### config.mk
export PLATFORM = sky130hd
export DESIGN_NAME = dest_scoreboard
export DESIGN_NICKNAME = d
export VERILOG_FILES = /design/src/rtl/dest_scoreboard.sv
export SDC_FILE = /design/constraint.sdc
export NUM_CORES = 1
export LEC_CHECK = 0
export BUFFER_PORTS_ARGS = -buffer_cell sky130_fd_sc_hd__buf_2
export CAP_MARGIN = 20
export CORE_ASPECT_RATIO = 1.2
export CORE_MARGIN = 10
export CORE_UTILIZATION = 55
export DETAILED_ROUTE_END_ITERATION = 10
export PLACE_DENSITY = 0.88
export SLEW_MARGIN = 5
export SYNTH_ARGS = -nofsm -noshare
export SYNTH_HDL_FRONTEND = slang
export SYNTH_SLANG_ARGS = --single-unit
### constraint.sdc
create_clock -name clk -period 6.4 [get_ports clk]
set_input_delay 0.64 -clock clk [delete_from_list [all_inputs] [get_ports clk]]
set_output_delay 0.64 -clock clk [all_outputs]
set_load 0.005 [all_outputs]
### src/rtl/dest_scoreboard.sv
module dest_scoreboard #(
  parameter int DEPTH = 4,
  parameter int REG_W = 5
) (
  input  logic             clk,
  input  logic             rst_n,
  input  logic             ins_valid,
  input  logic             ins_has_dst,
  input  logic [REG_W-1:0] ins_dst,
  input  logic [REG_W-1:0] src_a,
  input  logic [REG_W-1:0] src_b,
  input  logic             remove,
  output logic             stall_a,
  output logic             stall_b,
  output logic             stall,
  output logic             full
);
  localparam int PTR_W = (DEPTH > 1) ? $clog2(DEPTH) : 1;
  localparam int CNT_W = $clog2(DEPTH + 1);
  localparam logic [PTR_W-1:0] LAST = PTR_W'(DEPTH - 1);

  logic [REG_W-1:0] dst_q [DEPTH];
  logic [DEPTH-1:0] has_q, live_q, hit_a, hit_b;
  logic [PTR_W-1:0] head_q, tail_q;
  logic [CNT_W-1:0] cnt_q;
  logic             take_ins, take_rem;

  assign full     = (cnt_q == CNT_W'(DEPTH));
  assign take_ins = ins_valid && !full;
  assign take_rem = remove && (cnt_q != '0);

  for (genvar i = 0; i < DEPTH; i++) begin : g_slot
    assign hit_a[i] = live_q[i] && has_q[i] && (dst_q[i] == src_a);
    assign hit_b[i] = live_q[i] && has_q[i] && (dst_q[i] == src_b);

    always_ff @(posedge clk) begin
      if (!rst_n) begin
        live_q[i] <= 1'b0;
        has_q[i]  <= 1'b0;
        dst_q[i]  <= '0;
      end else begin
        if (take_rem && head_q == PTR_W'(i)) live_q[i] <= 1'b0;
        if (take_ins && tail_q == PTR_W'(i)) begin
          live_q[i] <= 1'b1;
          has_q[i]  <= ins_has_dst;
          dst_q[i]  <= ins_dst;
        end
      end
    end
  end

  assign stall_a = (src_a != '0) && (|hit_a);
  assign stall_b = (src_b != '0) && (|hit_b);
  assign stall   = stall_a || stall_b;

  always_ff @(posedge clk) begin
    if (!rst_n) begin
      head_q <= '0;
      tail_q <= '0;
      cnt_q  <= '0;
    end else begin
      if (take_ins) tail_q <= (tail_q == LAST) ? '0 : tail_q + 1'b1;
      if (take_rem) head_q <= (head_q == LAST) ? '0 : head_q + 1'b1;
      case ({take_ins, take_rem})
        2'b10:   cnt_q <= cnt_q + 1'b1;
        2'b01:   cnt_q <= cnt_q - 1'b1;
        default: cnt_q <= cnt_q;
      endcase
    end
  end


  cnt_bound_chk: assert property (@(posedge clk) disable iff (!rst_n)
    cnt_q <= CNT_W'(DEPTH));


  live_count_chk: assert property (@(posedge clk) disable iff (!rst_n)
    $countones(live_q) == 32'(cnt_q));


  refuse_full_chk: assert property (@(posedge clk) disable iff (!rst_n)
    (ins_valid && full && !remove) |=> full);


  empty_remove_chk: assert property (@(posedge clk) disable iff (!rst_n)
    (remove && !ins_valid && cnt_q == '0) |=> (cnt_q == '0));


  swap_keeps_cnt_chk: assert property (@(posedge clk) disable iff (!rst_n)
    (ins_valid && remove && !full && cnt_q != '0) |=> $stable(cnt_q));


  empty_no_stall_chk: assert property (@(posedge clk) disable iff (!rst_n)
    (cnt_q == '0) |-> !stall);
endmodule

==> impl_metrics.csv, run 1 <==
group,metric,value,unit
logic_synthesis,synthesis.nets,229,
floorplan,coreArea,0.00363,mm²
logic_synthesis,synth_area,0.00208,mm²
power_and_ir_drop,power_density,283,mW/mm²
floorplan,start_util,57.3,%
logic_synthesis,ys.flop_type,"edfxtp_1",
routing,vias,1459,
grt,antenna_found_initial,0,
sta,drv_slew,0,
clocking,cts_setup_buffers,0,
clocking,numCtsBuffers,5,
grt,grt_overflow,0,
logic_synthesis,synth.ff_latch_count,35,
sta,period_share,42.0,%
sta,setup_viol,0,
power_and_ir_drop,p_leak,0.952,nW
sta,slew_headroom,53.6,%
floorplan,die_h,87.4,µm
logic_synthesis,synth_cell_types,33,
layout,nets,245,
run,drv_cap,0,
setup_path,cp_common_cell,"buf_2",
floorplan,io_pins,24,
clocking,root_buffer,"clkbuf_8",
logic_synthesis,async_reset_ff_share,0,%
setup_path,cp.depth,7,
routing,antenna_left,0,
routing,wl_per_cell,15.9,µm
grt,grt_max_degree,23,
grt,grt_pass1_vias,1479,
setup_path,rr_endpoint,"cnt_q[1]",
layout,fill_cells,293,
setup_path,r2r_slack,4120,ps
logic_synthesis,synth_edf_count,20,
setup_path,reg2reg_depth,8,
sta,fin_ws,3710,ps
sta,max_freq,0.372,GHz
setup_path,crit_path_end,"stall",
power_and_ir_drop,ir_drop,217,µV
clocking,clk_pin_slew_worst_paths,70,ps
floorplan,die-width,76.2,µm
placed_design,hpwl,3380,µm
placed_design,io_buffers,23,
sta,rsz0062_at_grt,"false",
layout,multi_input_area,0.00107,mm²
clocking,numClockSinks,35,
setup_path,worst-path-buf-inv,2,
grt,grt_pass1_wl,7020,µm
setup_path,cp_slowest_cell,"nor4_1",
clocking,cts_max_level,2,
setup_path,path_cells,"buf_2 -> xor2_2 -> nor4_1 -> nand4_1 -> and4_4 -> o22ai_2 -> buf_2",
setup_path,criticalPathCategory,"in -> out",
grt,grt_usage,13.3,%
sta,timing_hold_violations_final,0,
clocking,clock_latency,280,ps
sta,setup_tns,0,ps
min_path,hp-class,"reg -> reg",
layout,syn_to_final_growth,10.3,%
layout,drive_above_1_share,16.7,%
logic_synthesis,yosys_warnings,0,
routing,wl,4260,µm
clocking,cts_resized,0,
setup_path,cp-start-kind,"input port",
floorplan,std_cell_rows,24,
setup_path,required,5760,ps
layout,final_common_cell,"xor2_1",
routing,drt_iter0_markers,74,
setup_path,worstSetupStartpoint,"src_b[3]",
sta,period_minus_slack,2690,ps
layout,instances_no_fill,268,
run_status,status,"finished, final reports clean",
logic_synthesis,ys_seq_area_share,43.3,%
routing,dr.pass1.iters,4,
placed_design,placed_cell_area,0.00218,mm²
floorplan,die_area,0.00665,mm²
clocking,clockBufferDepth,2,
setup_path,cp-end-kind,"output port",
setup_path,critPathMaxStageDelay,420,ps
clocking,postCtsHoldBufs,0,
setup_path,worstPathMaxFanout,5,
layout,n_antenna_cell,0,
clocking,tritoncts,"built",
routing,vias_per_cell,5.44,
layout,final_cell_mix,"32 x xor2_1, 23 x buf_2, 22 x and2_1, 20 x edfxtp_1, 15 x dfxtp_1",
logic_synthesis,netlist_instances,199,
setup_path,r2r-start,"cnt_q[2]",
placed_design,gp_congestion,1.03,
setup_path,critical_path.top_delay_family,"simple AND/OR/NAND/NOR gates",
placed_design,placed_cells,260,
logic_synthesis,syn_avg_cell_area,10.5,µm²
setup_path,worstPathArrival,2050,ps
sta,tightest_slew,695,ps
sta,finClkSkew,6.44,ps
layout,seqCellArea,901,µm²
power_and_ir_drop,p_total,0.649,mW
placed_design,dp_slack,3730,ps
layout,finish.instance_area,0.00229,mm²
routing,drc_errors,0,
[synthesized netlist by cell type, types with 2 or more instances]
cell	n	area, µm²
buf_6	2	22.5
and3_1	4	25.0
xor2_1	32	280
a32o_1	4	40.0
o21ai_0	2	10.0
xnor2_1	10	87.6
ha_1	9	113
dfxtp_1	15	300
and2_1	22	138
buf_2	6	30.0
inv_1	8	30.0
or4_1	2	15.0
nor4_1	8	50.1
nor2b_1	4	25.0
a31o_1	3	26.3
nand2_1	13	48.8
nor2_1	8	30.0
clkbuf_1	5	18.8
nand4_1	8	50.1
a21oi_1	2	10.0
edfxtp_1	20	601
[stage by stage]
| stage | util (%) | hold WS [ps] |
|---|---|---|
| final | 63.2 | 522 |
| after global routing | 63.2 | 570 |
| after CTS | 63.2 | 520 |
| after detailed placement | 60.1 | 510 |
| after global placement | 60.1 | 488 |
| after floorplan | - | 471 |
[cells by family (layout without fill, tap and decap cells)]
kind of cell | Yosys count | after routing | share of synthesized area, %
and+or+nand+nor | 73 | 73 | 20.2
buffers and inverters | 22 | 39 | 5.23
muxes | 1 | 1 | 0.481
DFF | 35 | 35 | 43.3
AOI/OAI and AO/OA | 15 | 15 | 5.95
adders and majority gates | 10 | 10 | 6.37
xor gates and xnor gates | 43 | 43 | 18.5
[sequential cells by signal (all words and copies together) (netlist names)]
name,flops
head_q,2
cnt_q,3
live_q,4
tail_q,2
has_q,4
dst_q,20
[where the power goes]
group,total [mW],internal [mW],switching [mW]
registers,0.307,0.274,0.0331
logic,0.150,0.0673,0.0825
clock network,0.192,0.116,0.0766
total,0.649,0.457,0.192
[worst register-to-register path: stages (launching register included)]
cell,delay [ps]
dfxtp_1,330
nor3b_2,160
nor2b_1,550
inv_1,110
ha_1,250
inv_1,80
fa_1,430
o21ai_0,190
and2_1,140
[per-layer routing]
layer	routed length [µm]	part of all wire (%)	vias to the layer above	track usage (%)
li1	-	-	714	-
met1	1630	38	672	12.4
met2	2160	51	50	23.9
met3	203	4.8	23	3.62
met4	267	6.3	0	11.3
met5	0	0	-	0
[worst min path at each step]
stage	from	to	slack, ps	cells past startpoint
4_1_cts	cnt_q[2]	cnt_q[2]	520	2
3_3_place_gp	cnt_q[2]	cnt_q[2]	490	2
6_report	cnt_q[2]	cnt_q[2]	520	2
5_1_grt	live_q[1]	live_q[1]	570	1
3_5_place_dp	cnt_q[2]	cnt_q[2]	510	2
2_1_floorplan	live_q[0]	live_q[0]	470	1
[area by class of cell]
class | instances | area share, %
inverter | 8 | 1.31
clock buffer | 5 | 3.00
multi-input combinational | 142 | 46.7
sequential | 35 | 39.3
clock inverter | 3 | 1.91
tap | 52 | 2.84
timing repair buffer | 23 | 5.02
(Power assumes the default switching activity.)
==> run 2: changes to the inputs <==
--- a/config.mk
+++ b/config.mk
@@ -9,9 +9,9 @@
 export CAP_MARGIN = 20
 export CORE_ASPECT_RATIO = 1.2
 export CORE_MARGIN = 10
-export CORE_UTILIZATION = 55
+export CORE_UTILIZATION = 52
 export DETAILED_ROUTE_END_ITERATION = 10
-export PLACE_DENSITY = 0.88
+export PLACE_DENSITY = 0.87
 export SLEW_MARGIN = 5
 export SYNTH_ARGS = -nofsm -noshare
 export SYNTH_HDL_FRONTEND = slang
==> constraint.sdc (replaced) <==
create_clock -name clk -period 2.2 [get_ports clk]
set_input_delay 0.22 -clock clk [delete_from_list [all_inputs] [get_ports clk]]
set_output_delay 0.22 -clock clk [all_outputs]
set_load 0.005 [all_outputs]
==> run 2 against run 1 <==
Against the previous run: non-clock buffer count grew 2; core utilization shrank 3.9 points; count of clock-buffer cells in the layout is the same; combinational power grew to 3.0 times the previous value; largest power group unchanged; critical path depth shrank 1; sequential cell count is the same; highest routed layer unchanged; cell count grew 1.5%; power grew to 2.9 times the previous value; sequential share of layout area shrank 0.40 points; sequential power grew to 2.9 times the previous value; clock skew grew 2.4 ps; first-iteration DRC count shrank 43%.
==> impl_metrics.csv, run 2 (synthesis results as in run 1) <==
group,metric,value,unit
sta,period_minus_slack,2090,ps
layout,regMostFlops,"dst_q",
layout,final_util,59.3,%
clocking,cts_setup_buffers,0,
power_and_ir_drop,power_density,823,mW/mm²
clocking,numCtsBuffers,5,
layout,final_common_cell,"xor2_1",
sta,max_freq,0.479,GHz
clocking,tritoncts,"built",
grt,use_met3,4.12,%
setup_path,criticalPathCategory,"reg -> out",
clocking,clk_pin_slew_worst_paths,80,ps
sta,timing_hold_violations_final,0,
clocking,clock_latency,290,ps
routing,antenna_left,0,
grt,grt_usage,13.0,%
power_and_ir_drop,pwr-share-clk,30.0,%
setup_path,cp_slowest_cell,"edfxtp_1",
layout,n_antenna_cell,0,
routing,vias,1458,
run,drv_cap,0,
placed_design,gp_congestion,0.787,
placed_design,hpwl,3280,µm
floorplan,die-width,77.7,µm
grt,grtUsageMet1,12.2,%
power_and_ir_drop,power_switching,0.564,mW
clocking,numClockSinks,35,
setup_path,cp-end-kind,"output port",
clocking,cts_max_level,2,
layout,final_cell_mix,"32 x xor2_1, 23 x buf_2, 22 x and2_1, 20 x edfxtp_1, 15 x dfxtp_1",
grt,use_met2,24.2,%
sta,slew_headroom,77.0,%
floorplan,die_h,89.3,µm
routing,vias_per_cell,5.36,
power_and_ir_drop,p_int,1.34,mW
sta,fin_ws,111,ps
setup_path,worstPathMaxFanout,2,
layout,largest_reg_flops,20,
sta,finClkSkew,8.84,ps
layout,finish.instance_area,0.00232,mm²
setup_path,required,1980,ps
setup_path,cp-start-kind,"flop",
clocking,clockBufferDepth,2,
setup_path,critPathMaxStageDelay,440,ps
routing,wl_per_cell,14.8,µm
sta,setup_viol,0,
layout,reg_top3,"dst_q: 20 flops, has_q: 4 flops, live_q: 4 flops",
routing,wl,4030,µm
grt,antenna_found_initial,0,
setup_path,worstPathArrival,1870,ps
min_path,hp-class,"in -> reg",
power_and_ir_drop,p_seq_share,46.6,%
setup_path,critical_path.top_delay_family,"simple AND/OR/NAND/NOR gates",
power_and_ir_drop,ir_drop,695,µV
placed_design,dp_slack,227,ps
sta,tightest_slew,341,ps
sta,rsz0062_at_grt,"false",
floorplan,coreArea,0.00391,mm²
grt,grt_pass1_wl,7130,µm
layout,nets,247,
sta,setup_tns,0,ps
clocking,root_buffer,"clkbuf_8",
setup_path,path_cells,"xor2_1 -> nor4_1 -> nand4_1 -> and4_1 -> o22ai_2 -> buf_2",
power_and_ir_drop,p_total,1.91,mW
floorplan,start_util,53.2,%
power_and_ir_drop,combPwrFrac,23.4,%
grt,grt_max_degree,23,
grt,grt-busiest-layer,"met2",
sta,period_share,95.0,%
placed_design,io_buffers,23,
sta,drv_slew,0,
routing,dr.pass1.iters,4,
power_and_ir_drop,p_leak,0.963,nW
floorplan,io_pins,24,
layout,drive_above_1_share,17.9,%
placed_design,placed_cell_area,0.00220,mm²
floorplan,std_cell_rows,25,
floorplan,die_area,0.00694,mm²
grt,grt_pass1_vias,1558,
routing,drt_iter0_markers,42,
power_and_ir_drop,swShare,29.6,%
setup_path,worst-path-buf-inv,1,
clocking,postCtsHoldBufs,0,
grt,grt_overflow,0,
layout,syn_to_final_growth,11.4,%
routing,drc_errors,0,
run_status,status,"finished, final reports clean",
run 2: cell types whose count changed in the layout (fill, tap and decap cells not counted):
cell	delta
a21boi_0	-1
a21boi_1	+1
buf_4	+2
nor4_1	-1
nor4_2	+1
run 2: what timing repair did:
action | 4_1_cts | 5_1_grt
endpoints found under the hold margin | 0 | 0
resized for setup | 0 | 2
setup endpoints to repair | 0 | 2
run 2: path summary, 6_finish.rpt:
check                    from        to  slack [ps]  cells past startpoint
setup / recovery  dst_q[0][3]     stall         110                      6
hold / removal    ins_has_dst  has_q[1]         220                      2
setup reg to reg     cnt_q[0]  cnt_q[2]         220                      9
hold reg to reg      cnt_q[2]  cnt_q[2]         530                      2
run 2: stage by stage:
step	hold WS (ps)	cells
after CTS	214	272
after detailed placement	508	264
final	218	272
after global placement	487	264
after global routing	208	272
after floorplan	346	199
run 2: layout make-up:
class,count,area [µm²]
flip-flops and latches,35,901
clock inverters,3,43.8
multi-input cells,142,1080
inverters,8,30.0
fillers,325,1590
repair buffers,25,130
well taps,54,67.6
clock buffers,5,68.8
run 2: power by group through the flow:
stage	registers [mW]	clock network [mW]	logic (mW)
global route	0.903	0.622	0.512
detailed placement	0.905	0	0.440
CTS	0.889	0.577	0.445
floorplan	0.878	0	0.347
global placement	0.895	0	0.427
finish	0.888	0.572	0.447
run 2: metal layers:
layer  vias to the layer above  part of all wire (%)
li1                        715                     -
met1                       682                    38
met2                        41                    52
met3                        20                   5.8
met4                         0                   4.8
met5                         -                     0
==> run 3: changes to the inputs <==
--- a/config.mk
+++ b/config.mk
@@ -11,6 +11,7 @@
 export CORE_MARGIN = 10
 export CORE_UTILIZATION = 52
 export DETAILED_ROUTE_END_ITERATION = 10
+export MAX_ROUTING_LAYER = met4
 export PLACE_DENSITY = 0.87
 export SLEW_MARGIN = 5
 export SYNTH_ARGS = -nofsm -noshare
==> run 3 against run 2 <==
Against the previous run: via count decreased by 0.27%; register-to-register slack about the same; largest power group unchanged; routed wire length decreased by 0.70%; highest routed layer unchanged; cell area unchanged; clock power about the same; cell count unchanged.
==> impl_metrics.csv, run 3 (synthesis results as in run 1) <==
group,metric,value,unit
clocking,clockBufferDepth,2,
floorplan,io_pins,24,
placed_design,hpwl,3280,µm
sta,max_freq,0.479,GHz
placed_design,dp_slack,227,ps
sta,tightest_slew,341,ps
grt,grt_pass1_wl,7140,µm
setup_path,reg2reg_depth,9,
layout,final_util,59.3,%
layout,multi_input_area,0.00108,mm²
power_and_ir_drop,power_density,822,mW/mm²
setup_path,worstPathMaxFanout,2,
power_and_ir_drop,p_leak,0.963,nW
sta,drv_slew,0,
clocking,clock_latency,290,ps
sta,fin_ws,112,ps
setup_path,r2r-start,"cnt_q[0]",
floorplan,die_h,89.3,µm
sta,setup_tns,0,ps
placed_design,gp_congestion,0.798,
setup_path,critPathMaxStageDelay,440,ps
setup_path,cp-start-kind,"flop",
clocking,numClockSinks,35,
power_and_ir_drop,pwr-share-clk,30.0,%
routing,antenna_left,0,
setup_path,critical_path.top_delay_family,"simple AND/OR/NAND/NOR gates",
layout,final_common_cell,"xor2_1",
routing,wl_per_cell,14.7,µm
setup_path,rr_endpoint,"cnt_q[2]",
grt,grt_usage,13.3,%
routing,vias,1454,
floorplan,coreArea,0.00391,mm²
setup_path,path_cells,"xor2_1 -> nor4_1 -> nand4_1 -> and4_1 -> o22ai_2 -> buf_2",
setup_path,cp_slowest_cell,"edfxtp_1",
grt,antenna_found_initial,0,
floorplan,die_area,0.00694,mm²
setup_path,cp.depth,6,
setup_path,r2r_slack,230,ps
setup_path,worstSetupStartpoint,"dst_q[0][3]",
routing,drt_iter0_markers,29,
min_path,hp-class,"in -> reg",
sta,period_share,94.9,%
run,drv_cap,0,
power_and_ir_drop,p_int,1.34,mW
routing,dr.pass1.iters,4,
setup_path,crit_path_end,"stall",
floorplan,start_util,53.2,%
routing,drc_errors,0,
layout,nets,247,
layout,regMostFlops,"dst_q",
grt,grt_pass1_vias,1560,
layout,drive_above_1_share,17.9,%
clocking,numCtsBuffers,5,
routing,wl,4000,µm
setup_path,cp-end-kind,"output port",
layout,seqCellArea,901,µm²
power_and_ir_drop,combPwrFrac,23.4,%
layout,n_antenna_cell,0,
sta,finClkSkew,8.68,ps
run_status,status,"finished, final reports clean",
setup_path,required,1980,ps
floorplan,std_cell_rows,25,
clocking,tritoncts,"built",
floorplan,die-width,77.7,µm
power_and_ir_drop,ir_drop,696,µV
layout,final_cell_mix,"32 x xor2_1, 23 x buf_2, 22 x and2_1, 20 x edfxtp_1, 15 x dfxtp_1",
setup_path,criticalPathCategory,"reg -> out",
clocking,root_buffer,"clkbuf_8",
power_and_ir_drop,p_seq_share,46.6,%
power_and_ir_drop,power_switching,0.562,mW
layout,reg_top3,"dst_q: 20 flops, has_q: 4 flops, live_q: 4 flops",
layout,syn_to_final_growth,11.4,%
sta,slew_headroom,77.0,%
sta,timing_hold_violations_final,0,
placed_design,io_buffers,23,
grt,grt_overflow,0,
layout,fill_cells,325,
sta,period_minus_slack,2090,ps
grt,grt_max_degree,23,
setup_path,worst-path-buf-inv,1,
clocking,clk_pin_slew_worst_paths,80,ps
routing,vias_per_cell,5.35,
clocking,cts_max_level,2,
sta,setup_viol,0,
setup_path,worstPathArrival,1870,ps
power_and_ir_drop,swShare,29.5,%
sta,rsz0062_at_grt,"false",
layout,largest_reg_flops,20,
==> run 3: per-layer routing <==
layer  global-route usage, %  vias to the layer above  wire, µm  share of wire [%]
met5                       -                        -         0                  0
met3                    3.92                       21       239                6.0
li1                        -                      714         -                  -
met2                    24.3                       43      2100                 52
met1                    12.2                      676      1470                 37
met4                    7.81                        0       190                4.8
==> run 3: stage by stage <==
stage	std cells	power (mW)	area, µm²	hold WS [ps]
after global placement	264	1.32	2200	487
after CTS	272	1.91	2310	214
after global routing	272	2.04	2320	208
after detailed placement	264	1.34	2200	508
after floorplan	199	1.23	2080	346
final	272	1.91	2320	218
==> run 3: repair_timing <==
action                                  in CTS  in global routing
resized for setup                            0                  2
endpoints found under the setup margin       0                  2
buffers inserted                             0                  0
hold buffers                                 0                  0
==> run 3: final cells by class <==
type / count / area share (%)
repair buffers: 25 / 5.61
clock inverters: 3 / 1.89
multi-input cells: 142 / 46.5
well taps: 54 / 2.91
flip-flops and latches: 35 / 38.9
clock buffers: 5 / 2.97
inverters: 8 / 1.30
==> run 3: worst min-delay path by stage <==
stage / from / to / slack (ps) / depth (start not counted)
after floorplan: ins_has_dst / has_q[0] / 350 / 1
after global placement: cnt_q[2] / cnt_q[2] / 490 / 2
after detailed placement: cnt_q[2] / cnt_q[2] / 510 / 2
after CTS: ins_has_dst / has_q[2] / 210 / 2
after global routing: ins_has_dst / has_q[2] / 210 / 2
final: ins_has_dst / has_q[1] / 220 / 2
==> run 3: power by group through the flow <==
| stage | Clock [mW] | Combinational (mW) | Sequential [mW] |
|---|---|---|---|
| after global routing | 0.622 | 0.512 | 0.902 |
| final | 0.571 | 0.446 | 0.888 |
| after detailed placement | 0 | 0.440 | 0.905 |
| after global placement | 0 | 0.427 | 0.895 |
| after floorplan | 0 | 0.347 | 0.878 |
| after CTS | 0.577 | 0.445 | 0.889 |
